==> src/rtl/unlock_pkg.sv <==
package unlock_pkg;
  localparam int PAT_W    = 14;
  localparam int PRE_LEN  = 5;
  localparam int NPAT     = PRE_LEN + 2;
  localparam int STEP_W   = $clog2(PRE_LEN + 1);
  localparam int IDX_STORE  = PRE_LEN;
  localparam int IDX_RECALL = PRE_LEN + 1;

  function automatic logic [PAT_W-1:0] seq_pat(input int idx);
    case (idx)
      0:       return 14'h0E38;
      1:       return 14'h31C7;
      2:       return 14'h03E0;
      3:       return 14'h3C1F;
      4:       return 14'h303F;
      5:       return 14'h0FC0;
      default: return 14'h0C63;
    endcase
  endfunction
endpackage

==> src/rtl/addr_matcher.sv <==
module addr_matcher
  import unlock_pkg::*;
(
  input  logic [PAT_W-1:0] cmp_addr,
  output logic [NPAT-1:0]  hit
);
  for (genvar i = 0; i < NPAT; i++) begin : g_cmp
    assign hit[i] = (cmp_addr == seq_pat(i));
  end
endmodule

==> src/rtl/seq_tracker.sv <==
module seq_tracker
  import unlock_pkg::*;
(
  input  logic              clk,
  input  logic              rst,
  input  logic              take,
  input  logic              is_read,
  input  logic              busy,
  input  logic [NPAT-1:0]   hit,
  output logic              fin_store,
  output logic              fin_recall
);
  logic [STEP_W-1:0] step;
  logic              at_last;
  logic              pre_hit;

  assign at_last = (step == STEP_W'(PRE_LEN));
  assign pre_hit = !at_last && hit[step];

  always_ff @(posedge clk) begin
    if (rst || busy) begin
      step <= '0;
    end else if (take) begin
      if (!is_read)
        step <= '0;
      else if (pre_hit)
        step <= step + STEP_W'(1);
      else if (hit[0] && !(at_last && (hit[IDX_STORE] || hit[IDX_RECALL])))
        step <= STEP_W'(1);
      else
        step <= '0;
    end
  end

  assign fin_store  = take && is_read && at_last && hit[IDX_STORE];
  assign fin_recall = take && is_read && at_last && hit[IDX_RECALL];
endmodule

==> src/rtl/cmd_out.sv <==
module cmd_out (
  input  logic clk,
  input  logic rst,
  input  logic fin_store,
  input  logic fin_recall,
  input  logic inhibit,
  output logic store_go,
  output logic recall_go,
  output logic dq_float
);
  always_ff @(posedge clk) begin
    if (rst) begin
      store_go  <= 1'b0;
      recall_go <= 1'b0;
      dq_float  <= 1'b0;
    end else begin
      store_go  <= fin_store && !inhibit;
      recall_go <= fin_recall;
      dq_float  <= fin_store || fin_recall;
    end
  end
endmodule

==> src/rtl/unlock_seq_detect.sv <==
module unlock_seq_detect
  import unlock_pkg::*;
#(
  parameter int ADDR_W = 15
) (
  input  logic              clk,
  input  logic              rst,
  input  logic              acc_stb,
  input  logic              we_n,
  input  logic [ADDR_W-1:0] addr,
  input  logic              supply_low,
  input  logic              engine_busy,
  output logic              store_go,
  output logic              recall_go,
  output logic              dq_float
);
  logic [NPAT-1:0] hit;
  logic            take;
  logic            fin_store;
  logic            fin_recall;

  assign take = acc_stb && !engine_busy;

  addr_matcher u_match (
    .cmp_addr (addr[PAT_W-1:0]),
    .hit      (hit)
  );

  seq_tracker u_track (
    .clk        (clk),
    .rst        (rst),
    .take       (take),
    .is_read    (we_n),
    .busy       (engine_busy),
    .hit        (hit),
    .fin_store  (fin_store),
    .fin_recall (fin_recall)
  );

  cmd_out u_out (
    .clk        (clk),
    .rst        (rst),
    .fin_store  (fin_store),
    .fin_recall (fin_recall),
    .inhibit    (supply_low),
    .store_go   (store_go),
    .recall_go  (recall_go),
    .dq_float   (dq_float)
  );
endmodule

==> config.mk <==
export PLATFORM = sky130hd
export DESIGN_NAME = unlock_seq_detect
export DESIGN_NICKNAME = d
export VERILOG_FILES = /design/src/rtl/unlock_pkg.sv /design/src/rtl/addr_matcher.sv /design/src/rtl/seq_tracker.sv /design/src/rtl/cmd_out.sv /design/src/rtl/unlock_seq_detect.sv
export SDC_FILE = /design/constraint.sdc
export NUM_CORES = 1
export LEC_CHECK = 0
export ABC_AREA = 1
export BUFFER_PORTS_ARGS = -buffer_cell sky130_fd_sc_hd__buf_2
export CAP_MARGIN = 20
export CORE_MARGIN = 2
export CORE_UTILIZATION = 47
export DETAILED_ROUTE_END_ITERATION = 8
export GPL_TIMING_DRIVEN = 1
export PLACE_DENSITY_LB_ADDON = 0.1
export SLEW_MARGIN = 5
export SYNTH_ARGS = -nofsm -noshare
export SYNTH_HDL_FRONTEND = slang
export SYNTH_SLANG_ARGS = --single-unit
export TNS_END_PERCENT = 50
==> constraint.sdc <==
create_clock -name clk -period 1.3 [get_ports clk]
set_input_delay 0.26 -clock clk [delete_from_list [all_inputs] [get_ports clk]]
set_output_delay 0.26 -clock clk [all_outputs]
set_load 0.02 [all_outputs]
After elaboration in Yosys (flattened, before gate mapping)
Cells that the tools add are included.
{"block": "op_classes", "n_addsub": 1, "magnitude_cmp": 1, "n_eq_ne": 8, "muxes": 5, "reduce_logical": 16}
{"operator": "14-bit by 12-bit == test with 1-bit output, second input constant", "count": 3}
{"operator": "14-bit == test, second input constant", "count": 3}
{"operator": "14-bit by 10-bit == test with 1-bit output, second input constant", "count": 1}
{"operator": "1-bit logical AND", "count": 9}
{"operator": "3-bit 2-to-1 mux", "count": 2}
{"operator": "1-bit zero test", "count": 4}
{"operator": "3-bit by 4-bit < comparator with 1-bit output, second input constant", "count": 1}
{"operator": "3-bit by 1-bit adder with 3-bit output, second input constant", "count": 1}
{"operator": "1-bit binary-select mux with 3-bit select", "count": 1}
{"operator": "3-bit == test, second input constant", "count": 1}
{"operator": "1-bit logical OR", "count": 3}
{"operator": "1-bit 2-to-1 mux", "count": 2}
{"block": "word_totals", "reg_bits": 6, "input_bits": 21, "output_inout_bits": 3, "word_cells": 35}

Longest topological paths before layout
Gate-level depths: netlist (run 1).
{"block": "logic_depth", "word_depth": 8, "depth_mapped": 12, "mapped_depth_nobuf": 12}

By module
From an unflattened synthesis (run 1), not the netlist that was laid out.
{"block": "unflattened", "hier_cells": 127, "area_unflattened_um2": 659.4}
{"mod": "seq_tracker", "n_inst": 1, "cells_each": 51, "area_per_inst_um2": 305.3, "seq_area_each_um2": 60.1}
{"mod": "addr_matcher", "n_inst": 1, "cells_each": 65, "area_per_inst_um2": 256.5, "seq_area_each_um2": 0.0}
{"mod": "cmd_out", "n_inst": 1, "cells_each": 9, "area_per_inst_um2": 87.6, "seq_area_each_um2": 60.1}
{"mod": "unlock_seq_detect", "n_inst": 1, "cells_each": 2, "area_per_inst_um2": 10.0, "seq_area_each_um2": 0.0}

Worst setup path before layout (run 1)
OpenSTA, ideal clock, no wires.
{"block": "synth_timing", "path_type": "input-to-reg", "from": "in addr[12]", "to": "reg u_track.step[2]", "setup_ns": 0.066, "arrival_time_ns": 1.130, "required_ns": 1.234, "setup_slack_ns": 0.104, "path_stages": 11, "path_buffers": 0, "path_cell_list": "nor2_1 -> nand2_1 -> nor2_1 -> nand3_1 -> nand2_1 -> inv_2 -> nand2_2 -> nand3_2 -> nor2_1 -> nand2_1 -> a21oi_2"}
{"block": "synth_via", "elab_chain_cells": 6, "elab_cells_between_ends": 12, "cone_classes": "eq/ne: 7; mux: 4; reduce/logical: 1"}
{"item": "start, declared", "line_no": "unlock_seq_detect.sv:10", "text": "input logic [ADDR_W-1:0] addr,"}
{"item": "14-bit by 12-bit == test with 1-bit output, or another cell as far along", "line_no": "addr_matcher.sv:8", "text": "assign hit[i] = (cmp_addr == seq_pat(i));"}
{"item": "1-bit binary-select mux with 3-bit select *", "line_no": "seq_tracker.sv:18", "text": "assign pre_hit = !at_last && hit[step];"}
{"item": "1-bit 2-to-1 mux (implied by the code) *", "line_no": "seq_tracker.sv:18"}
{"item": "1-bit logical AND *", "line_no": "seq_tracker.sv:18"}
{"item": "3-bit 2-to-1 mux *", "line_no": "seq_tracker.sv:26", "text": "else if (pre_hit)"}
{"item": "3-bit 2-to-1 mux *", "line_no": "seq_tracker.sv:24", "text": "if (!is_read)"}
{"item": "end signal, assigned", "line_no": "seq_tracker.sv:27", "text": "step <= step + STEP_W'(1);"}
{"item": "end, declared", "line_no": "seq_tracker.sv:13", "text": "logic [STEP_W-1:0] step;"}
Mark *: on every way between the ends. The rest lies on a longest branch, timed or not. The select of a mux whose other input is x is not followed.
A chain may end at the register's enable or synchronous reset.

Final worst setup path (run 1)
{"block": "layout_timing", "from": "reg u_track.step[0]", "to": "reg u_track.step[2]"}
{"block": "layout_via", "elab_chain_cells": 5, "elab_cells_between_ends": 8, "cone_classes": "add/sub: 1; eq/ne: 1; mux: 4; reduce/logical: 2"}
{"item": "1-bit binary-select mux with 3-bit select or 3-bit == test (tied branches)", "line_no": "seq_tracker.sv:18, seq_tracker.sv:17"}
{"item": "1-bit 2-to-1 mux (implied by the code) or 1-bit zero test (tied branches)", "line_no": "seq_tracker.sv:18"}
{"item": "1-bit logical AND", "line_no": "seq_tracker.sv:18"}
{"item": "3-bit 2-to-1 mux *", "line_no": "seq_tracker.sv:26"}
{"item": "3-bit 2-to-1 mux *", "line_no": "seq_tracker.sv:24"}
Marks and branches as above.

==> results.json, run 1 <==
{
  "finalCritPeriodShare": 0.9911,
  "synth_xor_area_frac": 0.01386,
  "hold_class": "input port to flip-flop",
  "cts_root_buffer": "clkbuf_4",
  "cts.sinks": 6,
  "end_kind": "flip-flop",
  "layout.cells.most_common": "nand2_1",
  "finalNetCount": 172,
  "hold_buffers": 0,
  "die_area_um2": 1654,
  "finalSetupViolations": 0,
  "path_cells": "nand3_2, nor2_1, nand3_1, nand3_1, nand2_1, nand2_2, nand3_2, nor2_2, nand2_1, a21oi_2",
  "clk_pin_slew_ps": 40,
  "maxCapViolCount": 0,
  "initial_core_util": 0.4917,
  "grt_max_degree": 7,
  "wire_per_inst_um": 9.191,
  "finalWorstSetupSlack_ps": 11.54,
  "cts_setup_buffers": 0,
  "via_per_inst": 4.698,
  "first_global_vias": 622,
  "synth_cells": 116,
  "final_max_slew_viol_count": 0,
  "dp_slack_ps": -174.7,
  "std_cell_rows": 13,
  "syn_nets": 139,
  "die_x_um": 40.67,
  "grt_usage": 0.2061,
  "status": "finished, final reports clean",
  "fin_crit_ps": 1288,
  "core_area_um2": 1285,
  "synth-simple-area-share": 0.6059,
  "first_pass_iters": 4,
  "synthAdderAreaFrac": 0.03960,
  "rsz0062_at_grt": "true",
  "max_freq_ghz": 0.7761,
  "synthDistinctLibCells": 18,
  "finClkSkew_ps": 3.991,
  "ant_nets": 0,
  "max-slew-margin-rel": 0.8554,
  "power_leakage_uw": 0.0004109,
  "ys_seq_area_frac": 0.1901,
  "htreeDepth": 1,
  "crit_fanout": 5,
  "synth_compound_area_frac": 0.03762,
  "via_count": 761,
  "critPathRequiredTime_ps": 1470,
  "drtIter0Drc": 15,
  "power.density_nw_per_um2": 508.3,
  "drc": 0,
  "place.gp.congestion": 0.8145,
  "ys_ff_latch": 6,
  "final_cell_mix": "nand2_1 (35), buf_2 (22), nor2_1 (18), inv_1 (12), nor2_2 (8)",
  "vdd_drop_max_mv": 0.4032,
  "worst_path_max_delay_cell": "dfxtp_4",
  "numCtsBuffers": 3,
  "synth_top_family_by_area": "simple AND/OR/NAND/NOR gates",
  "ios": 24,
  "cts_tree": "yes",
  "hold_viol_final": 0,
  "final_core_util": 0.6699,
  "drive_gt1_frac": 0.3878,
  "antenna_found_initial": 0,
  "worstMarginPinSlew_ps": 216.1,
  "place_hpwl_mm": 1.277,
  "overflow": 0,
  "cp-start-kind": "flip-flop",
  "hold_ws_ps": 183.2,
  "synth_mux_area_frac": 0,
  "final.setup.tns_ps": 0,
  "crit_type": "flip-flop to flip-flop",
  "yosysWarnings": 0,
  "clock_path_buffers": 2,
  "critPathArrivalTime_ps": 1460,
  "grt_pass1_wl_mm": 2.311,
  "syn_area_per_cell_um2": 5.447,
  "slowest_delay_ps": 390,
  "clk-insertion-delay-late_ps": 240,
  "wirelength_mm": 1.489,
  "area_growth_pct": 36.24,
  "io_buffers": 22,
  "synth.cell_area_um2": 631.9,
  "fp.dieH_um": 40.67,
  "n_antenna_cell": 0
}
[cell usage after synthesis]
| library cell | n | share of area |
|---|---|---|
| a21oi_2 | 1 | 0.014 |
| nand3b_1 | 2 | 0.024 |
| dfxtp_1 | 6 | 0.19 |
| a21oi_1 | 3 | 0.024 |
| nand2_1 | 36 | 0.21 |
| inv_1 | 14 | 0.083 |
| nand4_1 | 4 | 0.040 |
| nor2_2 | 4 | 0.040 |
| ha_1 | 2 | 0.040 |
| nor3_1 | 2 | 0.016 |
| inv_2 | 4 | 0.024 |
| clkinv_1 | 1 | 0.0059 |
| nand3_2 | 2 | 0.032 |
| nor2_4 | 1 | 0.018 |
| nand3_1 | 8 | 0.063 |
| nor2_1 | 22 | 0.13 |
| xnor2_1 | 1 | 0.014 |
| nand2_2 | 3 | 0.030 |
[power breakdown]
part	leakage [uW]	switching, uW	internal, uW
sequential	0.0000491	0.000748	183
clock	0.0000138	58.1	104
combinational	0.000348	55.2	37.8
total	0.000411	113	324
[area by class of cell]
| type | count | area, um2 |
|---|---|---|
| fill | 132 | 424.2 |
| multi-input combinational | 91 | 466.7 |
| timing repair buffer | 28 | 155.1 |
| sequential | 6 | 123.9 |
| inverter | 19 | 73.82 |
| clock buffer | 3 | 22.52 |
| tap | 15 | 18.77 |
[layer usage]
layer	part of all wire	track usage
met1	0.49	0.2662
met3	0.050	0.04891
met2	0.46	0.3651
met4	0	0
met5	0	0
[timing repair]
action / in CTS / in global routing
pin swaps: 0 / 4
endpoints found under the hold margin: 0 / 0
gates resized for setup: 1 / 12
setup endpoints to repair: 2 / 3
[through the flow]
step                      cells  area, um2  total power (uW)
after global placement      159      805.8             274.1
after floorplan             116      631.9             229.8
final                       162      860.8             437.6
after detailed placement    159      805.8             277.6
after CTS                   162      829.5             442.8
after global routing        162      860.8             464.3
[worst paths after layout]
check                   from               to  slack [ps]  cells past startpoint
max reg2reg  u_track.step[0]  u_track.step[2]          10                     10
min reg2reg  u_track.step[2]  u_track.step[2]         560                      2
min               supply_low   u_out.store_go         180                      2
max          u_track.step[0]  u_track.step[2]          10                     10
[logic make-up after synthesis]
family | Yosys count
buffers and inverters | 19
adder cells (fa/ha/maj) | 2
AO/OA/AOI/OAI | 4
flip-flops | 6
XOR/XNOR | 1
AND/OR/NAND/NOR | 84
[flip-flops by register name (all words and copies together) (netlist names)]
register,flops
u_track.step,3
u_out.dq_float,1
u_out.recall_go,1
u_out.store_go,1
[worst max-delay path: cells and delay by family (launching register included)]
kind             cells  cell delay (ps)
flip-flops           1              390
AND/OR/NAND/NOR      9              710
AO/OA/AOI/OAI        1              110
No activity file was read; power rests on OpenSTA's default activity.
==> inputs of run 2 (changes only) <==
clock period = 1.25 ns   (was 1.3 ns; I/O delays follow)
==> run 2 against run 1 <==
Net effect:
- the run now ends with setup timing left
- worst hold slack worse by 11 ps
- highest routed layer unchanged
- first-iteration DRC count up 110%
- clock power up 6%
- count of clock-buffer cells in the layout unchanged
- total power up 3.8%
- combinational power up 0.6%
- utilization down 2.2 points
==> results.json, run 2 (same netlist as run 1, synthesis figures left out) <==
{
  "grt_pass1_wl_mm": 2.270,
  "worstMarginPinSlew_ps": 231.2,
  "finalSetupViolations": 2,
  "vdd_drop_max_mv": 0.2943,
  "cts_tree": "yes",
  "grt_max_degree": 7,
  "crit_start": "u_track.step[0]",
  "drc": 0,
  "fin_crit_ps": 1293,
  "die_x_um": 40.67,
  "initial_core_util": 0.4917,
  "instances_no_fill": 162,
  "hold_ws_ps": 172.4,
  "grt_util_met3": 0.04891,
  "numCtsBuffers": 3,
  "drive_gt1_frac": 0.3333,
  "first_global_vias": 585,
  "end_kind": "flip-flop",
  "min_from": "supply_low",
  "r2r-end": "u_track.step[0]",
  "ff_latch_area_um2": 123.9,
  "hold_viol_final": 0,
  "worstReg2RegStart": "u_track.step[0]",
  "ff2ff_path_depth": 10,
  "final_cell_mix": "nand2_1 (36), nor2_1 (22), buf_2 (22), inv_1 (12), nand3_1 (8)",
  "place_inst": 159,
  "finClkSkew_ps": 1.863,
  "die_area_um2": 1654,
  "clock_path_buffers": 2,
  "hold_class": "input port to flip-flop",
  "finalWorstSetupSlack_ps": -42.58,
  "critPathArrivalTime_ps": 1450,
  "power.density_nw_per_um2": 546.0,
  "holdPathEnd": "u_out.store_go",
  "cts_setup_buffers": 0,
  "clk_pin_slew_ps": 40,
  "busiest_layer": "met2",
  "place.gp.congestion": 0.8228,
  "wirelength_mm": 1.509,
  "std_cell_rows": 13,
  "cp-start-kind": "flip-flop",
  "via_per_inst": 4.895,
  "finalNetCount": 172,
  "max-slew-margin-rel": 0.8457,
  "ios": 24,
  "grt_usage": 0.2027,
  "crit_fanout": 6,
  "first_pass_iters": 4,
  "dp_slack_ps": -202.3,
  "drtIter0Drc": 32,
  "place_hpwl_mm": 1.288,
  "reg2reg_slack_ps": -40,
  "via_count": 793,
  "io_buffers": 22,
  "cts_root_buffer": "clkbuf_4",
  "critPathRequiredTime_ps": 1410,
  "holdPathStages": 2,
  "status": "finished, violations left",
  "htreeDepth": 1,
  "power.total_uw": 454.3,
  "regMostFlops": "u_track.step",
  "overflow": 0,
  "power_leakage_uw": 0.0004100,
  "crit_type": "flip-flop to flip-flop",
  "wire_per_inst_um": 9.315,
  "final_max_slew_viol_count": 0,
  "multi_input_area_um2": 440.4,
  "grt_use_met1": 0.2760,
  "violations": "setup timing",
  "core_area_um2": 1285,
  "maxCapViolCount": 0,
  "n_antenna_cell": 0,
  "use_met2": 0.3413,
  "ant_nets": 0,
  "hold_buffers": 0,
  "layout.cells.most_common": "nand2_1",
  "clk-insertion-delay-late_ps": 240,
  "antenna_found_initial": 0,
  "finalCritPeriodShare": 1.034,
  "rsz0062_at_grt": "true",
  "fp.dieH_um": 40.67,
  "largest_register_ffs": 3,
  "fillers": 124,
  "area_growth_pct": 31.68,
  "max_freq_ghz": 0.7736,
  "cts.sinks": 6
}
-- run 2: where the power goes --
part	switching (uW)	internal (uW)	leakage, uW
registers	0.000700	190	0.0000491
logic	55.2	38.5	0.000347
clock network	62.5	108	0.0000138
-- run 2: worst max-delay path by stage --
stage	to	slack [ps]	cells past startpoint
after global routing	u_track.step[0]	-120	10
after global placement	u_track.step[0]	-190	12
after floorplan	u_track.step[2]	60	10
after CTS	u_track.step[0]	-7	11
final	u_track.step[0]	-40	10
after detailed placement	u_track.step[2]	-200	12
-- run 2: routing by layer --
metal | vias up | share of wire
met5 | - | 0
met4 | 0 | 0
met3 | 0 | 0.051
met2 | 25 | 0.46
met1 | 345 | 0.48
li1 | 423 | -
-- run 2: final cells by class --
cell class,instances,share of cell area
Multi-Input combinational cell,91,0.5293
Sequential cell,6,0.1489
Clock buffer,3,0.02707
Tap cell,15,0.02256
Inverter,19,0.08571
Timing Repair Buffer,28,0.1865
-- run 2: repair_timing --
| item | 4_1_cts | 5_1_grt |
|---|---|---|
| pin swaps | 2 | 1 |
| resized for setup | 4 | 0 |
| endpoints found under the setup margin | 3 | 3 |
-- run 2: worst max-delay path: stages, from the launching register on --
cell,delay [ps]
dfxtp_4,380
nand3_1,80
nor2_1,110
nand3_1,80
nand3_1,80
nand2_1,70
nand2_2,80
nand3_2,70
nand2_1,60
nand3_1,70
a21oi_1,140
-- run 2: stage by stage --
stage | cell area, um2 | utilization | TNS (ps)
after global placement | 805.8 | 0.6271 | -423.0
final | 832.0 | 0.6475 | -51.74
after CTS | 832.0 | 0.6475 | -6.920
after global routing | 832.0 | 0.6475 | -235.4
after detailed placement | 805.8 | 0.6271 | -497.1
after floorplan | 631.9 | - | 0
